==> src/rtl/psram_pwr_seq.sv <==
module psram_pwr_seq #(
  parameter int CLK_KHZ    = 100000,
  parameter int HOLD_MS    = 200,
  parameter int SUSPEND_US = 500
) (
  input  logic clk,
  input  logic rst_n,
  input  logic pwr_good,
  input  logic sleep_req,
  input  logic wake_req,
  output logic cs_hold,
  output logic zz_n,
  output logic ready,
  output logic data_lost
);
  localparam int HOLD_CYC = CLK_KHZ * HOLD_MS;
  localparam int SUSP_RAW = (CLK_KHZ * SUSPEND_US + 999) / 1000;
  localparam int SUSP_CYC = (SUSP_RAW < 1) ? 1 : SUSP_RAW;
  localparam int MAX_CYC  = (HOLD_CYC > SUSP_CYC) ? HOLD_CYC : SUSP_CYC;
  localparam int CW       = $clog2(MAX_CYC + 1);

  typedef enum logic [2:0] {
    S_RESET, S_INIT, S_READY, S_SETTLE, S_DEEP, S_WAKE
  } pstate_t;

  pstate_t         state, nxt;
  logic [CW-1:0]   cnt;
  logic            hold_done, settle_done, waiting;

  assign hold_done   = (cnt == CW'(HOLD_CYC - 1));
  assign settle_done = (cnt == CW'(SUSP_CYC - 1));
  assign waiting     = (state == S_INIT) || (state == S_WAKE) || (state == S_SETTLE);

  always_comb begin
    nxt = state;
    if (!pwr_good) nxt = S_RESET;
    else begin
      case (state)
        S_RESET:  nxt = S_INIT;
        S_INIT:   if (hold_done) nxt = S_READY;
        S_READY:  if (sleep_req) nxt = S_SETTLE;
        S_SETTLE: if (settle_done) nxt = S_DEEP;
        S_DEEP:   if (wake_req) nxt = S_WAKE;
        S_WAKE:   if (hold_done) nxt = S_READY;
        default:  nxt = S_RESET;
      endcase
    end
  end

  always_ff @(posedge clk or negedge rst_n) begin
    if (!rst_n) begin
      state     <= S_RESET;
      cnt       <= '0;
      data_lost <= 1'b0;
    end else begin
      state <= nxt;
      if (nxt != state || !waiting) cnt <= '0;
      else                          cnt <= cnt + 1'b1;
      if (state == S_WAKE && nxt == S_READY) data_lost <= 1'b1;
      else if (nxt != S_READY)               data_lost <= 1'b0;
    end
  end

  assign ready   = (state == S_READY);
  assign cs_hold = !ready;
  assign zz_n    = !((state == S_SETTLE) || (state == S_DEEP));


  sleep_enter_chk: assert property (@(posedge clk) disable iff (!rst_n)
    (ready && sleep_req && pwr_good) |=> (!zz_n && !ready));


  sleep_held_off_chk: assert property (@(posedge clk) disable iff (!rst_n)
    (!ready && zz_n && sleep_req) |=> zz_n);


  wake_start_chk: assert property (@(posedge clk) disable iff (!rst_n)
    (state == S_DEEP && wake_req && pwr_good) |=> (zz_n && cs_hold));


  power_loss_chk: assert property (@(posedge clk) disable iff (!rst_n)
    !pwr_good |=> (!ready && !data_lost && zz_n));


  lost_only_on_entry_chk: assert property (@(posedge clk) disable iff (!rst_n)
    $rose(data_lost) |-> $rose(ready));


  ready_from_awake_chk: assert property (@(posedge clk) disable iff (!rst_n)
    $rose(ready) |-> ($past(zz_n) && $past(cs_hold)));


  sleep_deselect_chk: assert property (@(posedge clk) disable iff (!rst_n)
    !zz_n |-> (cs_hold && !data_lost));
endmodule

==> config.mk <==
export PLATFORM = sky130hd
export DESIGN_NAME = psram_pwr_seq
export DESIGN_NICKNAME = d
export VERILOG_FILES = /design/src/rtl/psram_pwr_seq.sv
export SDC_FILE = /design/constraint.sdc
export NUM_CORES = 1
export LEC_CHECK = 0
export ABC_AREA = 0
export BUFFER_PORTS_ARGS = -buffer_cell sky130_fd_sc_hd__buf_4
export CAP_MARGIN = 10
export CORE_MARGIN = 2
export CORE_UTILIZATION = 50
export DETAILED_ROUTE_END_ITERATION = 16
export HOLD_SLACK_MARGIN = 0.03
export PLACE_DENSITY = 0.8
export SETUP_SLACK_MARGIN = 0.02
export SYNTH_ARGS = -nofsm -noshare
export SYNTH_HDL_FRONTEND = slang
export SYNTH_SLANG_ARGS = --single-unit
export TNS_END_PERCENT = 10
==> constraint.sdc <==
create_clock -name clk -period 1.8 [get_ports clk]
set_input_delay 0.27 -clock clk [delete_from_list [all_inputs] [get_ports clk]]
set_output_delay 0.27 -clock clk [all_outputs]
set_load 0.005 [all_outputs]
=== After elaboration in Yosys (flattened, before gate mapping) ===
Index checks and enable logic that the tools add are counted.

* Flip-flop bits (word level): 29
* Bits in latches: 0
* RAM bits: 0
* ROM bits: 0
* Input bits: 5
* Memories: 0

* Add/subtract/negate cells: 1
* Multiply operators: 0
* Divide/modulo/power cells: 0
* $lt $le $gt $ge: 0
* Eq/ne operators: 10
* Shift operators: 0
* Multiplexer cells: 9
* Bitwise logic cells: 0
* Reductions and logical operators: 11

{| class="wikitable"
|+ Operators by type and width
! operator !! count
|-
| adder 25 x 1 -> 25 bit (second input constant) || 1
|-
| equality test 25 x 16 -> 1 bit (second input constant) || 1
|-
| equality test 25 bit (second input constant) || 1
|-
| 2-to-1 mux 25 bit || 1
|-
| 2-to-1 mux 3 bit || 5
|-
| case mux 3 bit (5 select lines) || 1
|-
| equality test 3 x 2 -> 1 bit (second input constant) || 3
|-
| equality test 3 bit (second input constant) || 2
|-
| logical OR 1 bit || 4
|-
| equality test 3 x 1 -> 1 bit (second input constant) || 1
|-
| zero test 1 bit || 3
|-
| zero test 3 bit || 1
|-
| inequality test 3 x 2 -> 1 bit (second input constant) || 1
|-
| inequality test 3 bit || 1
|-
| 2-to-1 mux 1 bit || 2
|-
| nonzero test 2 bit || 1
|-
| OR reduction 2 bit || 1
|-
| logical AND 1 bit || 1
|}

=== Depth between registers and ports, before layout ===
Gate-level depths: netlist (run 1).

* Depth after elaboration: 7
* Gate-level depth with buffers: 9

=== Worst setup path after synthesis (run 1) ===
No wires, ideal clock.

* Path type: register to register
* From: reg cnt[0]
* To: reg state[0]
* Setup time: 134 ps
* Arrival time: 1,882 ps
* Slack: -216 ps
* Cell stages (with the launch flop): 10
* Buffers on the path: 3
* Period minus slack after synthesis: 2,016 ps
* Cells stage by stage: dfrtp_1 > ha_1 > nand3_1 > or2_1 > buf_2 > o41ai_1 > o31a_2 > buf_6 > buf_6 > o31ai_1

* Longest elaborated chain between the ends: 4
* Elaborated cells between the ends (all ways): 6
* Those cells by class: eq/ne (2); mux (4)

{| class="wikitable"
|+ RTL lines
! item !! RTL line !! RTL
|-
| start, declared || 27 || <nowiki>logic [CW-1:0] cnt;</nowiki>
|-
| start signal, assigned || 58 || <nowiki>else cnt <= cnt + 1'b1;</nowiki>
|-
| equality test 25 bit / equality test 25 x 16 -> 1 bit (equally long branches) || 30, 31 ||
|-
| 2-to-1 mux 3 bit, on equally long branches || 40, 44, 42 ||
|-
| case mux 3 bit (5 select lines) (*) || 38 || <nowiki>case (state)</nowiki>
|-
| 2-to-1 mux 3 bit (*) || 36 || <nowiki>if (!pwr_good) nxt = S_RESET;</nowiki>
|-
| via nxt[0] || 26 || <nowiki>pstate_t state, nxt;</nowiki>
|-
| end signal, assigned || 56 || <nowiki>state <= nxt;</nowiki>
|-
| end, declared || 26 ||
|}

The timed path passes the listed nets; every way through them passes the cells marked *.
A chain may end at the register's enable or synchronous reset.

=== Worst setup path in the final report (run 1) ===
* From: reg cnt[11]
* To: reg cnt[10]

* Longest elaborated chain between the ends: 7
* Elaborated cells between the ends (all ways): 9
* Those cells by class: eq/ne (3); mux (5); reduce/logical (1)

{| class="wikitable"
|+ RTL lines
! item !! RTL line !! RTL
|-
| equality test 25 bit / equality test 25 x 16 -> 1 bit (equally long branches) || 30, 31 ||
|-
| 2-to-1 mux 3 bit, on equally long branches || 40, 44, 42 ||
|-
| case mux 3 bit (5 select lines) (*) || 38 ||
|-
| 2-to-1 mux 3 bit (*) || 36 ||
|-
| inequality test 3 bit (*) || 57 || <nowiki>if (nxt != state || !waiting) cnt <= '0;</nowiki>
|-
| logical OR 1 bit (*) || 57 ||
|-
| 2-to-1 mux 25 bit (*) || 57 ||
|}

Mark *: on every way between the ends. The rest lies on a longest branch, timed or not.

==> qor.yml, run 1 <==
outcome:
  status: "finished, violations left"
  failed_checks: "negative setup slack"
floorplan:
  core_um2: 2978
  dieArea_um2: 3533
  rows: 20
  chipWidth_um: 59.44
  die-height_um: 59.44
  io_pins: 9
  start_util_pct: 51.60
yosys:
  synth_area_leaders: "dfrtp_1 (47%), xor2_1 (9.1%), nor2_1 (8.8%)"
  synth_most_common_cell: "nor2_1"
  ys_ff_latch: 29
  syn_nets: 170
  async_flop_share_pct: 100.0
  synth_edf_count: 0
  synth_top_area_cell: "dfrtp_1"
  synth_common_cells: "nor2_1 (36), dfrtp_1 (29), xor2_1 (16), nand3_1 (13), nand2_1 (12)"
  netlist_area_um2: 1536
  yosys_warnings: 0
  ys_seq_area_share_pct: 47.23
  syn_area_per_cell_um2: 9.369
  syn_inst: 164
  yosys.cell_types.count: 33
  synth_top_area_share_pct: 47.23
  synthFlopType: "dfrtp_1"
timing:
  clock_skew_ns: 0.008127
  rsz0062_at_grt: "yes"
  fin_crit_sh_pct: 110.9
  setup_ws_ns: -0.1966
  setup_tns_ns: -4.952
  final-setup-viol-count: 29
  drv_slew: 0
  hold-worst-slack_ns: 0.2608
  slew_headroom_pct: 75.79
  hold_viol_final: 0
  period_minus_slack_ns: 1.997
  tightest_slew_ns: 0.3584
  max_freq_mhz: 500.9
clock_network:
  htreeDepth: 2
  cts_tree: "done"
  root_buffer: "clkbuf_4"
  clk_latency_ns: 0.34
  path_clk_slew_ns: 0.08
  postCtsSetupRepairBufs: 0
  clock-sinks: 29
  cts_buffers: 5
  cts_buffer_depth: 2
worst_setup_path:
  ff2ff_setup_slack_ns: -0.20
  crit_type: "reg2reg"
  critPathLaunchType: "register"
  crit_fanout: 10
  required_ns: 2.03
  crit_arrival_ns: 2.23
  r2r_end: "cnt[10]"
  r2r-start: "cnt[11]"
  rr_worst_depth: 6
  crit_path_end_kind: "register"
cells_and_area:
  syn2layout_area_growth_pct: 25.57
  drive_gt1_share_pct: 25.74
  nets: 208
  n_antenna_cell: 0
  fin_util_pct: 64.79
power_and_ir_drop:
  switching_share_pct: 24.42
  power_mw: 1.176
  p_leak_nw: 0.8704
  p_comb_share_pct: 8.3
  p_sw_mw: 0.2871
  power.density_nw_per_um2: 609.5
  intPower_mw: 0.8888
  clockPowerShare_pct: 34.6
  irDropWorstVdd_uv: 443.0
  p_seq_share_pct: 57.1
drt:
  vias_per_cell: 5.762
  first_pass_iters: 4
  drt_iter0_drc: 43
  route.detailed.drc: 0
  totalWireLength_um: 3461
  vias: 1354
  post_drt_wl_per_cell_um: 14.73
  postRouteAntennaNets: 0
global_routing:
  antenna_found_initial: 0
  track_usage_pct: 21.75
  grt_use_met3_pct: 6.987
  grt_first_pass_wirelength_um: 5575
  grt_overflow: 0
  use_met1_pct: 26.09
  grt_pass1_vias: 1311
  grt_busiest_layer: "met2"
  grt_max_degree: 30
  use_met2_pct: 35.32
placed_design:
  pre_cts_slack_ns: -0.2248
  portBuffers: 8
  hpwlAfterDp_um: 2358
  place_congestion: 0.8731
worst_hold_path:
  hold_class: "in2reg"
  min_to: "state[1]"
  holdPathStages: 3
  hp-start: "pwr_good"
run:
  maxCapViolCount: 0
-- critical path, cell delays in order, from the launching register on --
cell       delay (ns)
dfrtp_1          0.38
or4b_1           0.51
or3_4            0.36
nor4_4           0.19
o31a_4           0.23
clkbuf_16        0.17
nor2_1           0.05
-- layout make-up --
type	count	area (µm²)
repair buffers	37	310.3
multi-input cells	123	773.2
fillers	215	1049
flip-flops and latches	29	726.9
well taps	33	41.29
clock buffers	7	55.05
inverters	6	22.52
-- sequential cells by signal, summed over array words and instances (netlist names) --
signal and count:
state 3, data_lost 1, cnt 25
-- logic make-up (layout without fill, tap and decap cells) --
| logic type | after synthesis | in the layout | share of synthesized area (%) |
|---|---|---|---|
| AOI/OAI and AO/OA | 11 | 11 | 5.213 |
| adders and majority gates | 1 | 1 | 0.8142 |
| and+or+nand+nor | 88 | 88 | 29.15 |
| buffers and inverters | 12 | 50 | 4.478 |
| xor gates and xnor gates | 23 | 23 | 13.11 |
| DFF | 29 | 29 | 47.23 |
-- power by group through the flow --
stage | clock, mW | sequential (mW) | combinational, mW
3_5_place_dp | 0 | 0.682 | 0.0785
4_1_cts | 0.413 | 0.670 | 0.0811
5_1_grt | 0.444 | 0.673 | 0.105
6_report | 0.407 | 0.671 | 0.0979
2_1_floorplan | 0 | 0.675 | 0.0487
3_3_place_gp | 0 | 0.681 | 0.0752
-- worst max-delay path by stage --
stage / start / to / slack, ns / cells past startpoint
after global routing: cnt[11] / data_lost / -0.31 / 5
after CTS: cnt[11] / cnt[7] / -0.19 / 6
after floorplan: cnt[11] / data_lost / -0.20 / 5
after global placement: cnt[11] / data_lost / -0.20 / 5
after detailed placement: cnt[11] / data_lost / -0.22 / 5
final: cnt[11] / cnt[10] / -0.20 / 6
-- cells in the final DEF (no fill, tap or decap), drive strengths merged --
cell and n:
a21oi 2, nand3 13, nor3 2, inv 6
o21ai 1, o41ai 1, o31a 1, a21o 1
a31oi 1, dfrtp 29, or4b 1, xnor2 7
xor2 16, nand4 7, nand2 12, or2 1
nor4bb 1, nor4b 1, or3 2, nor2 36
o22ai 1, nor4 6, and2 1, dlygate4sd3 1
o31ai 1, a21boi 1, o41a 1, clkbuf 8
and3 5, ha 1, buf 35
-- metrics by stage --
step,area [µm²],cells
floorplan,1541,164
CTS,1883,234
global route,1929,235
finish,1929,235
detailed placement,1812,226
global placement,1812,226
-- what timing repair did --
| action | in CTS | in global routing |
|---|---|---|
| endpoints found under the hold margin | 29 | 0 |
| setup endpoints to repair | 29 | 30 |
| pin swaps | 1 | 1 |
| resized for setup | 1 | 5 |
| hold buffers | 1 | 0 |
| gates cloned | 0 | 1 |
-- per-layer routing --
layer | part of all wire (%) | up-vias
li1 | - | 635
met1 | 43 | 677
met2 | 50 | 31
met3 | 3.9 | 11
met4 | 2.9 | 0
met5 | 0 | -
Note: power is estimated with default switching activity, not from simulation.
==> run 2: changes to the inputs <==
--- a/config.mk
+++ b/config.mk
@@ -13,7 +13,7 @@
 export DETAILED_ROUTE_END_ITERATION = 16
 export HOLD_SLACK_MARGIN = 0.03
 export PLACE_DENSITY = 0.8
-export SETUP_SLACK_MARGIN = 0.02
+export SETUP_SLACK_MARGIN = 0.2
 export SYNTH_ARGS = -nofsm -noshare
 export SYNTH_HDL_FRONTEND = slang
 export SYNTH_SLANG_ARGS = --single-unit
==> qor.yml, run 2 (synthesis gave the netlist of run 1 again) <==
timing:
  setup_tns_ns: -4.975
  rsz0062_at_grt: "yes"
  max_freq_mhz: 500.4
  clock_skew_ns: 0.009196
  slew_headroom_pct: 75.75
  tightest_slew_ns: 0.3591
  drv_slew: 0
  fin_crit_sh_pct: 111.0
  period_minus_slack_ns: 1.998
  final-setup-viol-count: 29
  hold_viol_final: 0
  hold-worst-slack_ns: 0.2435
  setup_ws_ns: -0.1983
global_routing:
  grt_max_degree: 30
  grt_pass1_vias: 1311
  grt_first_pass_wirelength_um: 5575
  track_usage_pct: 21.75
  antenna_found_initial: 0
  grt_overflow: 0
worst_setup_path:
  crit_path_end_kind: "register"
  critPathLaunchType: "register"
  crit_type: "reg2reg"
  max_stage_delay_ns: 0.51
  crit_arrival_ns: 2.23
  required_ns: 2.03
  crit_fanout: 10
  cp_slowest_cell: "or4b_1"
  crit_chain: "or4b_1, or3_4, nor4_4, o31a_4, clkbuf_16, nor2_1"
drt:
  postRouteAntennaNets: 0
  dr_wl_met2_um: 1730
  dr.max_layer_used: "met4"
  met1Wirelength_um: 1515
  wl_met3_um: 139
  drt_iter0_drc: 48
  route.detailed.drc: 0
  vias: 1346
  vias_per_cell: 5.728
  totalWireLength_um: 3477
  first_pass_iters: 4
  post_drt_wl_per_cell_um: 14.80
clock_network:
  cts_buffer_depth: 2
  clk_latency_ns: 0.34
  htreeDepth: 2
  postCtsSetupRepairBufs: 0
  root_buffer: "clkbuf_4"
  cts_tree: "done"
  clock-sinks: 29
  cts_buffers: 5
  path_clk_slew_ns: 0.09
power_and_ir_drop:
  power.density_nw_per_um2: 608.1
  p_leak_nw: 0.8703
  irDropWorstVdd_uv: 441.8
  power_mw: 1.178
cells_and_area:
  syn2layout_area_growth_pct: 26.06
  layout_common_cells: "nor2_1 (34), buf_4 (34), dfrtp_1 (28), xor2_1 (16), nand2_1 (12)"
  instances_no_fill: 235
  design_area_um2: 1937
  n_antenna_cell: 0
  drive_gt1_share_pct: 27.23
  reg.largest.list: "cnt x25, state x3, data_lost x1"
  nets: 208
  largest-register: "cnt"
  largest_reg_flops: 25
  fin_util_pct: 65.04
worst_hold_path:
  hold_class: "in2reg"
placed_design:
  place_congestion: 0.8731
  pre_cts_slack_ns: -0.2248
  hpwlAfterDp_um: 2358
  portBuffers: 8
  dp.cells: 226
  post_dp_cell_area_um2: 1812
floorplan:
  die-height_um: 59.44
  io_pins: 9
  dieArea_um2: 3533
  chipWidth_um: 59.44
  rows: 20
  start_util_pct: 51.60
  core_um2: 2978
run:
  maxCapViolCount: 0
outcome:
  status: "finished, violations left"
  failed_checks: "negative setup slack"
==> run 2: routing by layer <==
| metal | GRT usage (%) | vias to the layer above |
|---|---|---|
| met4 | 10.06 | 0 |
| li1 | - | 633 |
| met2 | 35.32 | 28 |
| met5 | 0 | - |
| met1 | 26.09 | 674 |
| met3 | 6.987 | 11 |
==> run 2: what timing repair did <==
action                     in CTS  in global routing
setup endpoints to repair      31                 32
gates resized for setup         2                  7
hold buffers                    1                  0
cloned                          0                  1
pin swaps                       1                  1
hold endpoints to repair       29                  0
==> run 2: worst paths after layout <==
path | from | to | slack [ns] | depth (start not counted)
setup / recovery | cnt[11] | cnt[10] | -0.20 | 6
hold / removal | pwr_good | state[2] | 0.24 | 3
setup reg to reg | cnt[11] | cnt[10] | -0.20 | 6
hold reg to reg | cnt[0] | cnt[0] | 0.55 | 2
max in group asynchronous | rst_n | state[0] | 1.13 | 2
min in group asynchronous | rst_n | state[2] | 0.38 | 2
==> run 2: critical path, delay by kind of cell (launching register included) <==
kind | cells | cell delay (ns)
AOI/OAI and AO/OA | 1 | 0.23
DFF | 1 | 0.38
and+or+nand+nor | 4 | 1.11
buffers and inverters | 1 | 0.17
==> run 2: power by group <==
part	switching (mW)	internal [mW]	total, mW
clock network	0.224	0.184	0.408
registers	0.0136	0.659	0.672
logic	0.0513	0.0464	0.0977
total	0.289	0.889	1.18
==> run 2: final cells by class <==
type | instances | area [µm²]
Tap cell | 33 | 41.29
Fill cell | 212 | 1041
Clock buffer | 7 | 55.05
Sequential cell | 29 | 726.9
Inverter | 6 | 22.52
Multi-Input combinational cell | 123 | 780.7
Timing Repair Buffer | 37 | 310.3
==> run 3: changes to the inputs <==
--- a/config.mk
+++ b/config.mk
@@ -14,6 +14,7 @@
 export HOLD_SLACK_MARGIN = 0.03
 export PLACE_DENSITY = 0.8
 export SETUP_SLACK_MARGIN = 0.2
+export SKIP_CTS_REPAIR_TIMING = 1
 export SYNTH_ARGS = -nofsm -noshare
 export SYNTH_HDL_FRONTEND = slang
 export SYNTH_SLANG_ARGS = --single-unit
==> qor.yml, run 3 (synthesis gave the netlist of run 1 again) <==
cells_and_area:
  seqCellArea_um2: 726.9
  largest_reg_flops: 25
  multiInputGateArea_um2: 775.7
  largest-register: "cnt"
  fin_util_pct: 64.87
  n_antenna_cell: 0
  instances_no_fill: 235
  drive_gt1_share_pct: 26.73
  syn2layout_area_growth_pct: 25.73
  reg.largest.list: "cnt x25, state x3, data_lost x1"
  layout_common_cells: "nor2_1 (34), buf_4 (34), dfrtp_1 (28), xor2_1 (16)"
  nets: 208
  nFillCells: 214
timing:
  tightest_slew_ns: 0.3588
  slew_headroom_pct: 75.77
  clock_skew_ns: 0.007971
  setup_tns_ns: -4.737
  max_freq_mhz: 502.7
  hold-worst-slack_ns: 0.2641
  drv_slew: 0
  rsz0062_at_grt: "yes"
  fin_crit_sh_pct: 110.5
  period_minus_slack_ns: 1.989
  final-setup-viol-count: 29
  setup_ws_ns: -0.1893
  hold_viol_final: 0
drt:
  vias: 1352
  post_drt_wl_per_cell_um: 14.69
  postRouteAntennaNets: 0
  drt_iter0_drc: 42
  vias_per_cell: 5.753
  route.detailed.drc: 0
  first_pass_iters: 4
  totalWireLength_um: 3453
floorplan:
  dieArea_um2: 3533
  io_pins: 9
  start_util_pct: 51.60
  chipWidth_um: 59.44
  rows: 20
  core_um2: 2978
  die-height_um: 59.44
clock_network:
  htreeDepth: 2
  path_clk_slew_ns: 0.08
  cts_buffer_depth: 2
  clock-sinks: 29
  cts_tree: "done"
  clk_latency_ns: 0.33
  root_buffer: "clkbuf_4"
  cts_buffers: 5
power_and_ir_drop:
  irDropWorstVdd_uv: 442.4
  switching_share_pct: 24.24
  p_comb_share_pct: 8.3
  clockPowerShare_pct: 34.5
  intPower_mw: 0.8888
  power.density_nw_per_um2: 607.3
  power_mw: 1.173
  p_sw_mw: 0.2844
  p_seq_share_pct: 57.2
  p_leak_nw: 0.8702
worst_setup_path:
  crit_end: "cnt[10]"
  crit_arrival_ns: 2.21
  rr_worst_depth: 6
  startpoint: "cnt[11]"
  critPathLaunchType: "register"
  r2r-start: "cnt[11]"
  required_ns: 2.02
  ff2ff_setup_slack_ns: -0.19
  crit_path_end_kind: "register"
  r2r_end: "cnt[10]"
  crit_type: "reg2reg"
  crit_fanout: 10
global_routing:
  grt_pass1_vias: 1282
  grt_max_degree: 30
  track_usage_pct: 21.56
  grt_overflow: 0
  grt_first_pass_wirelength_um: 5526
  antenna_found_initial: 0
worst_hold_path:
  hold_class: "in2reg"
outcome:
  failed_checks: "negative setup slack"
  status: "finished, violations left"
run:
  maxCapViolCount: 0
placed_design:
  hpwlAfterDp_um: 2358
  portBuffers: 8
  dp.cells: 226
  place_congestion: 0.8731
run 3: worst min-delay path by stage:
stage / startpoint / to / slack, ns / cells after the start
2_1_floorplan: rst_n / cnt[0] / -0.03 / 0
3_3_place_gp: rst_n / state[0] / 0.20 / 1
3_5_place_dp: rst_n / state[0] / 0.21 / 1
4_1_cts: rst_n / cnt[12] / -0.16 / 1
5_1_grt: pwr_good / state[1] / 0.26 / 3
6_report: pwr_good / state[1] / 0.26 / 3
run 3: power groups by stage:
stage                     registers [mW]  logic (mW)  clock network (mW)
final                              0.671      0.0973               0.405
after global routing               0.673       0.105               0.444
after CTS                          0.669      0.0792               0.413
after detailed placement           0.682      0.0785                   0
after global placement             0.681      0.0752                   0
after floorplan                    0.675      0.0487                   0
run 3: area by class of cell:
| cell class | instances | share of cell area (%) |
|---|---|---|
| Tap cell | 33 | 2.137 |
| Inverter | 6 | 1.166 |
| Multi-Input combinational cell | 123 | 40.16 |
| Clock buffer | 7 | 2.850 |
| Sequential cell | 29 | 37.63 |
| Timing Repair Buffer | 37 | 16.06 |
run 3: per-layer routing:
| metal | share of wire, % | wire length (µm) | up-vias | track usage (%) |
|---|---|---|---|---|
| met5 | 0 | 0 | - | 0 |
| met3 | 3.9 | 135 | 8 | 6.987 |
| met1 | 43 | 1496 | 675 | 26.23 |
| li1 | - | - | 634 | - |
| met2 | 50 | 1743 | 35 | 34.69 |
| met4 | 2.2 | 76 | 0 | 9.740 |
run 3: worst max-delay path, cell delays in order (launching register included):
cell and delay, ns:
dfrtp_1 0.38, or4b_1 0.51, or3_4 0.36, nor4_4 0.19, o31a_4 0.23, clkbuf_16 0.17, nor2_1 0.05
run 3: per-stage QoR:
step	instance area, µm²	setup slack (ns)
floorplan	1541	-0.1972
global placement	1812	-0.1957
detailed placement	1812	-0.2248
CTS	1867	-0.2396
global route	1932	-0.3108
finish	1932	-0.1893
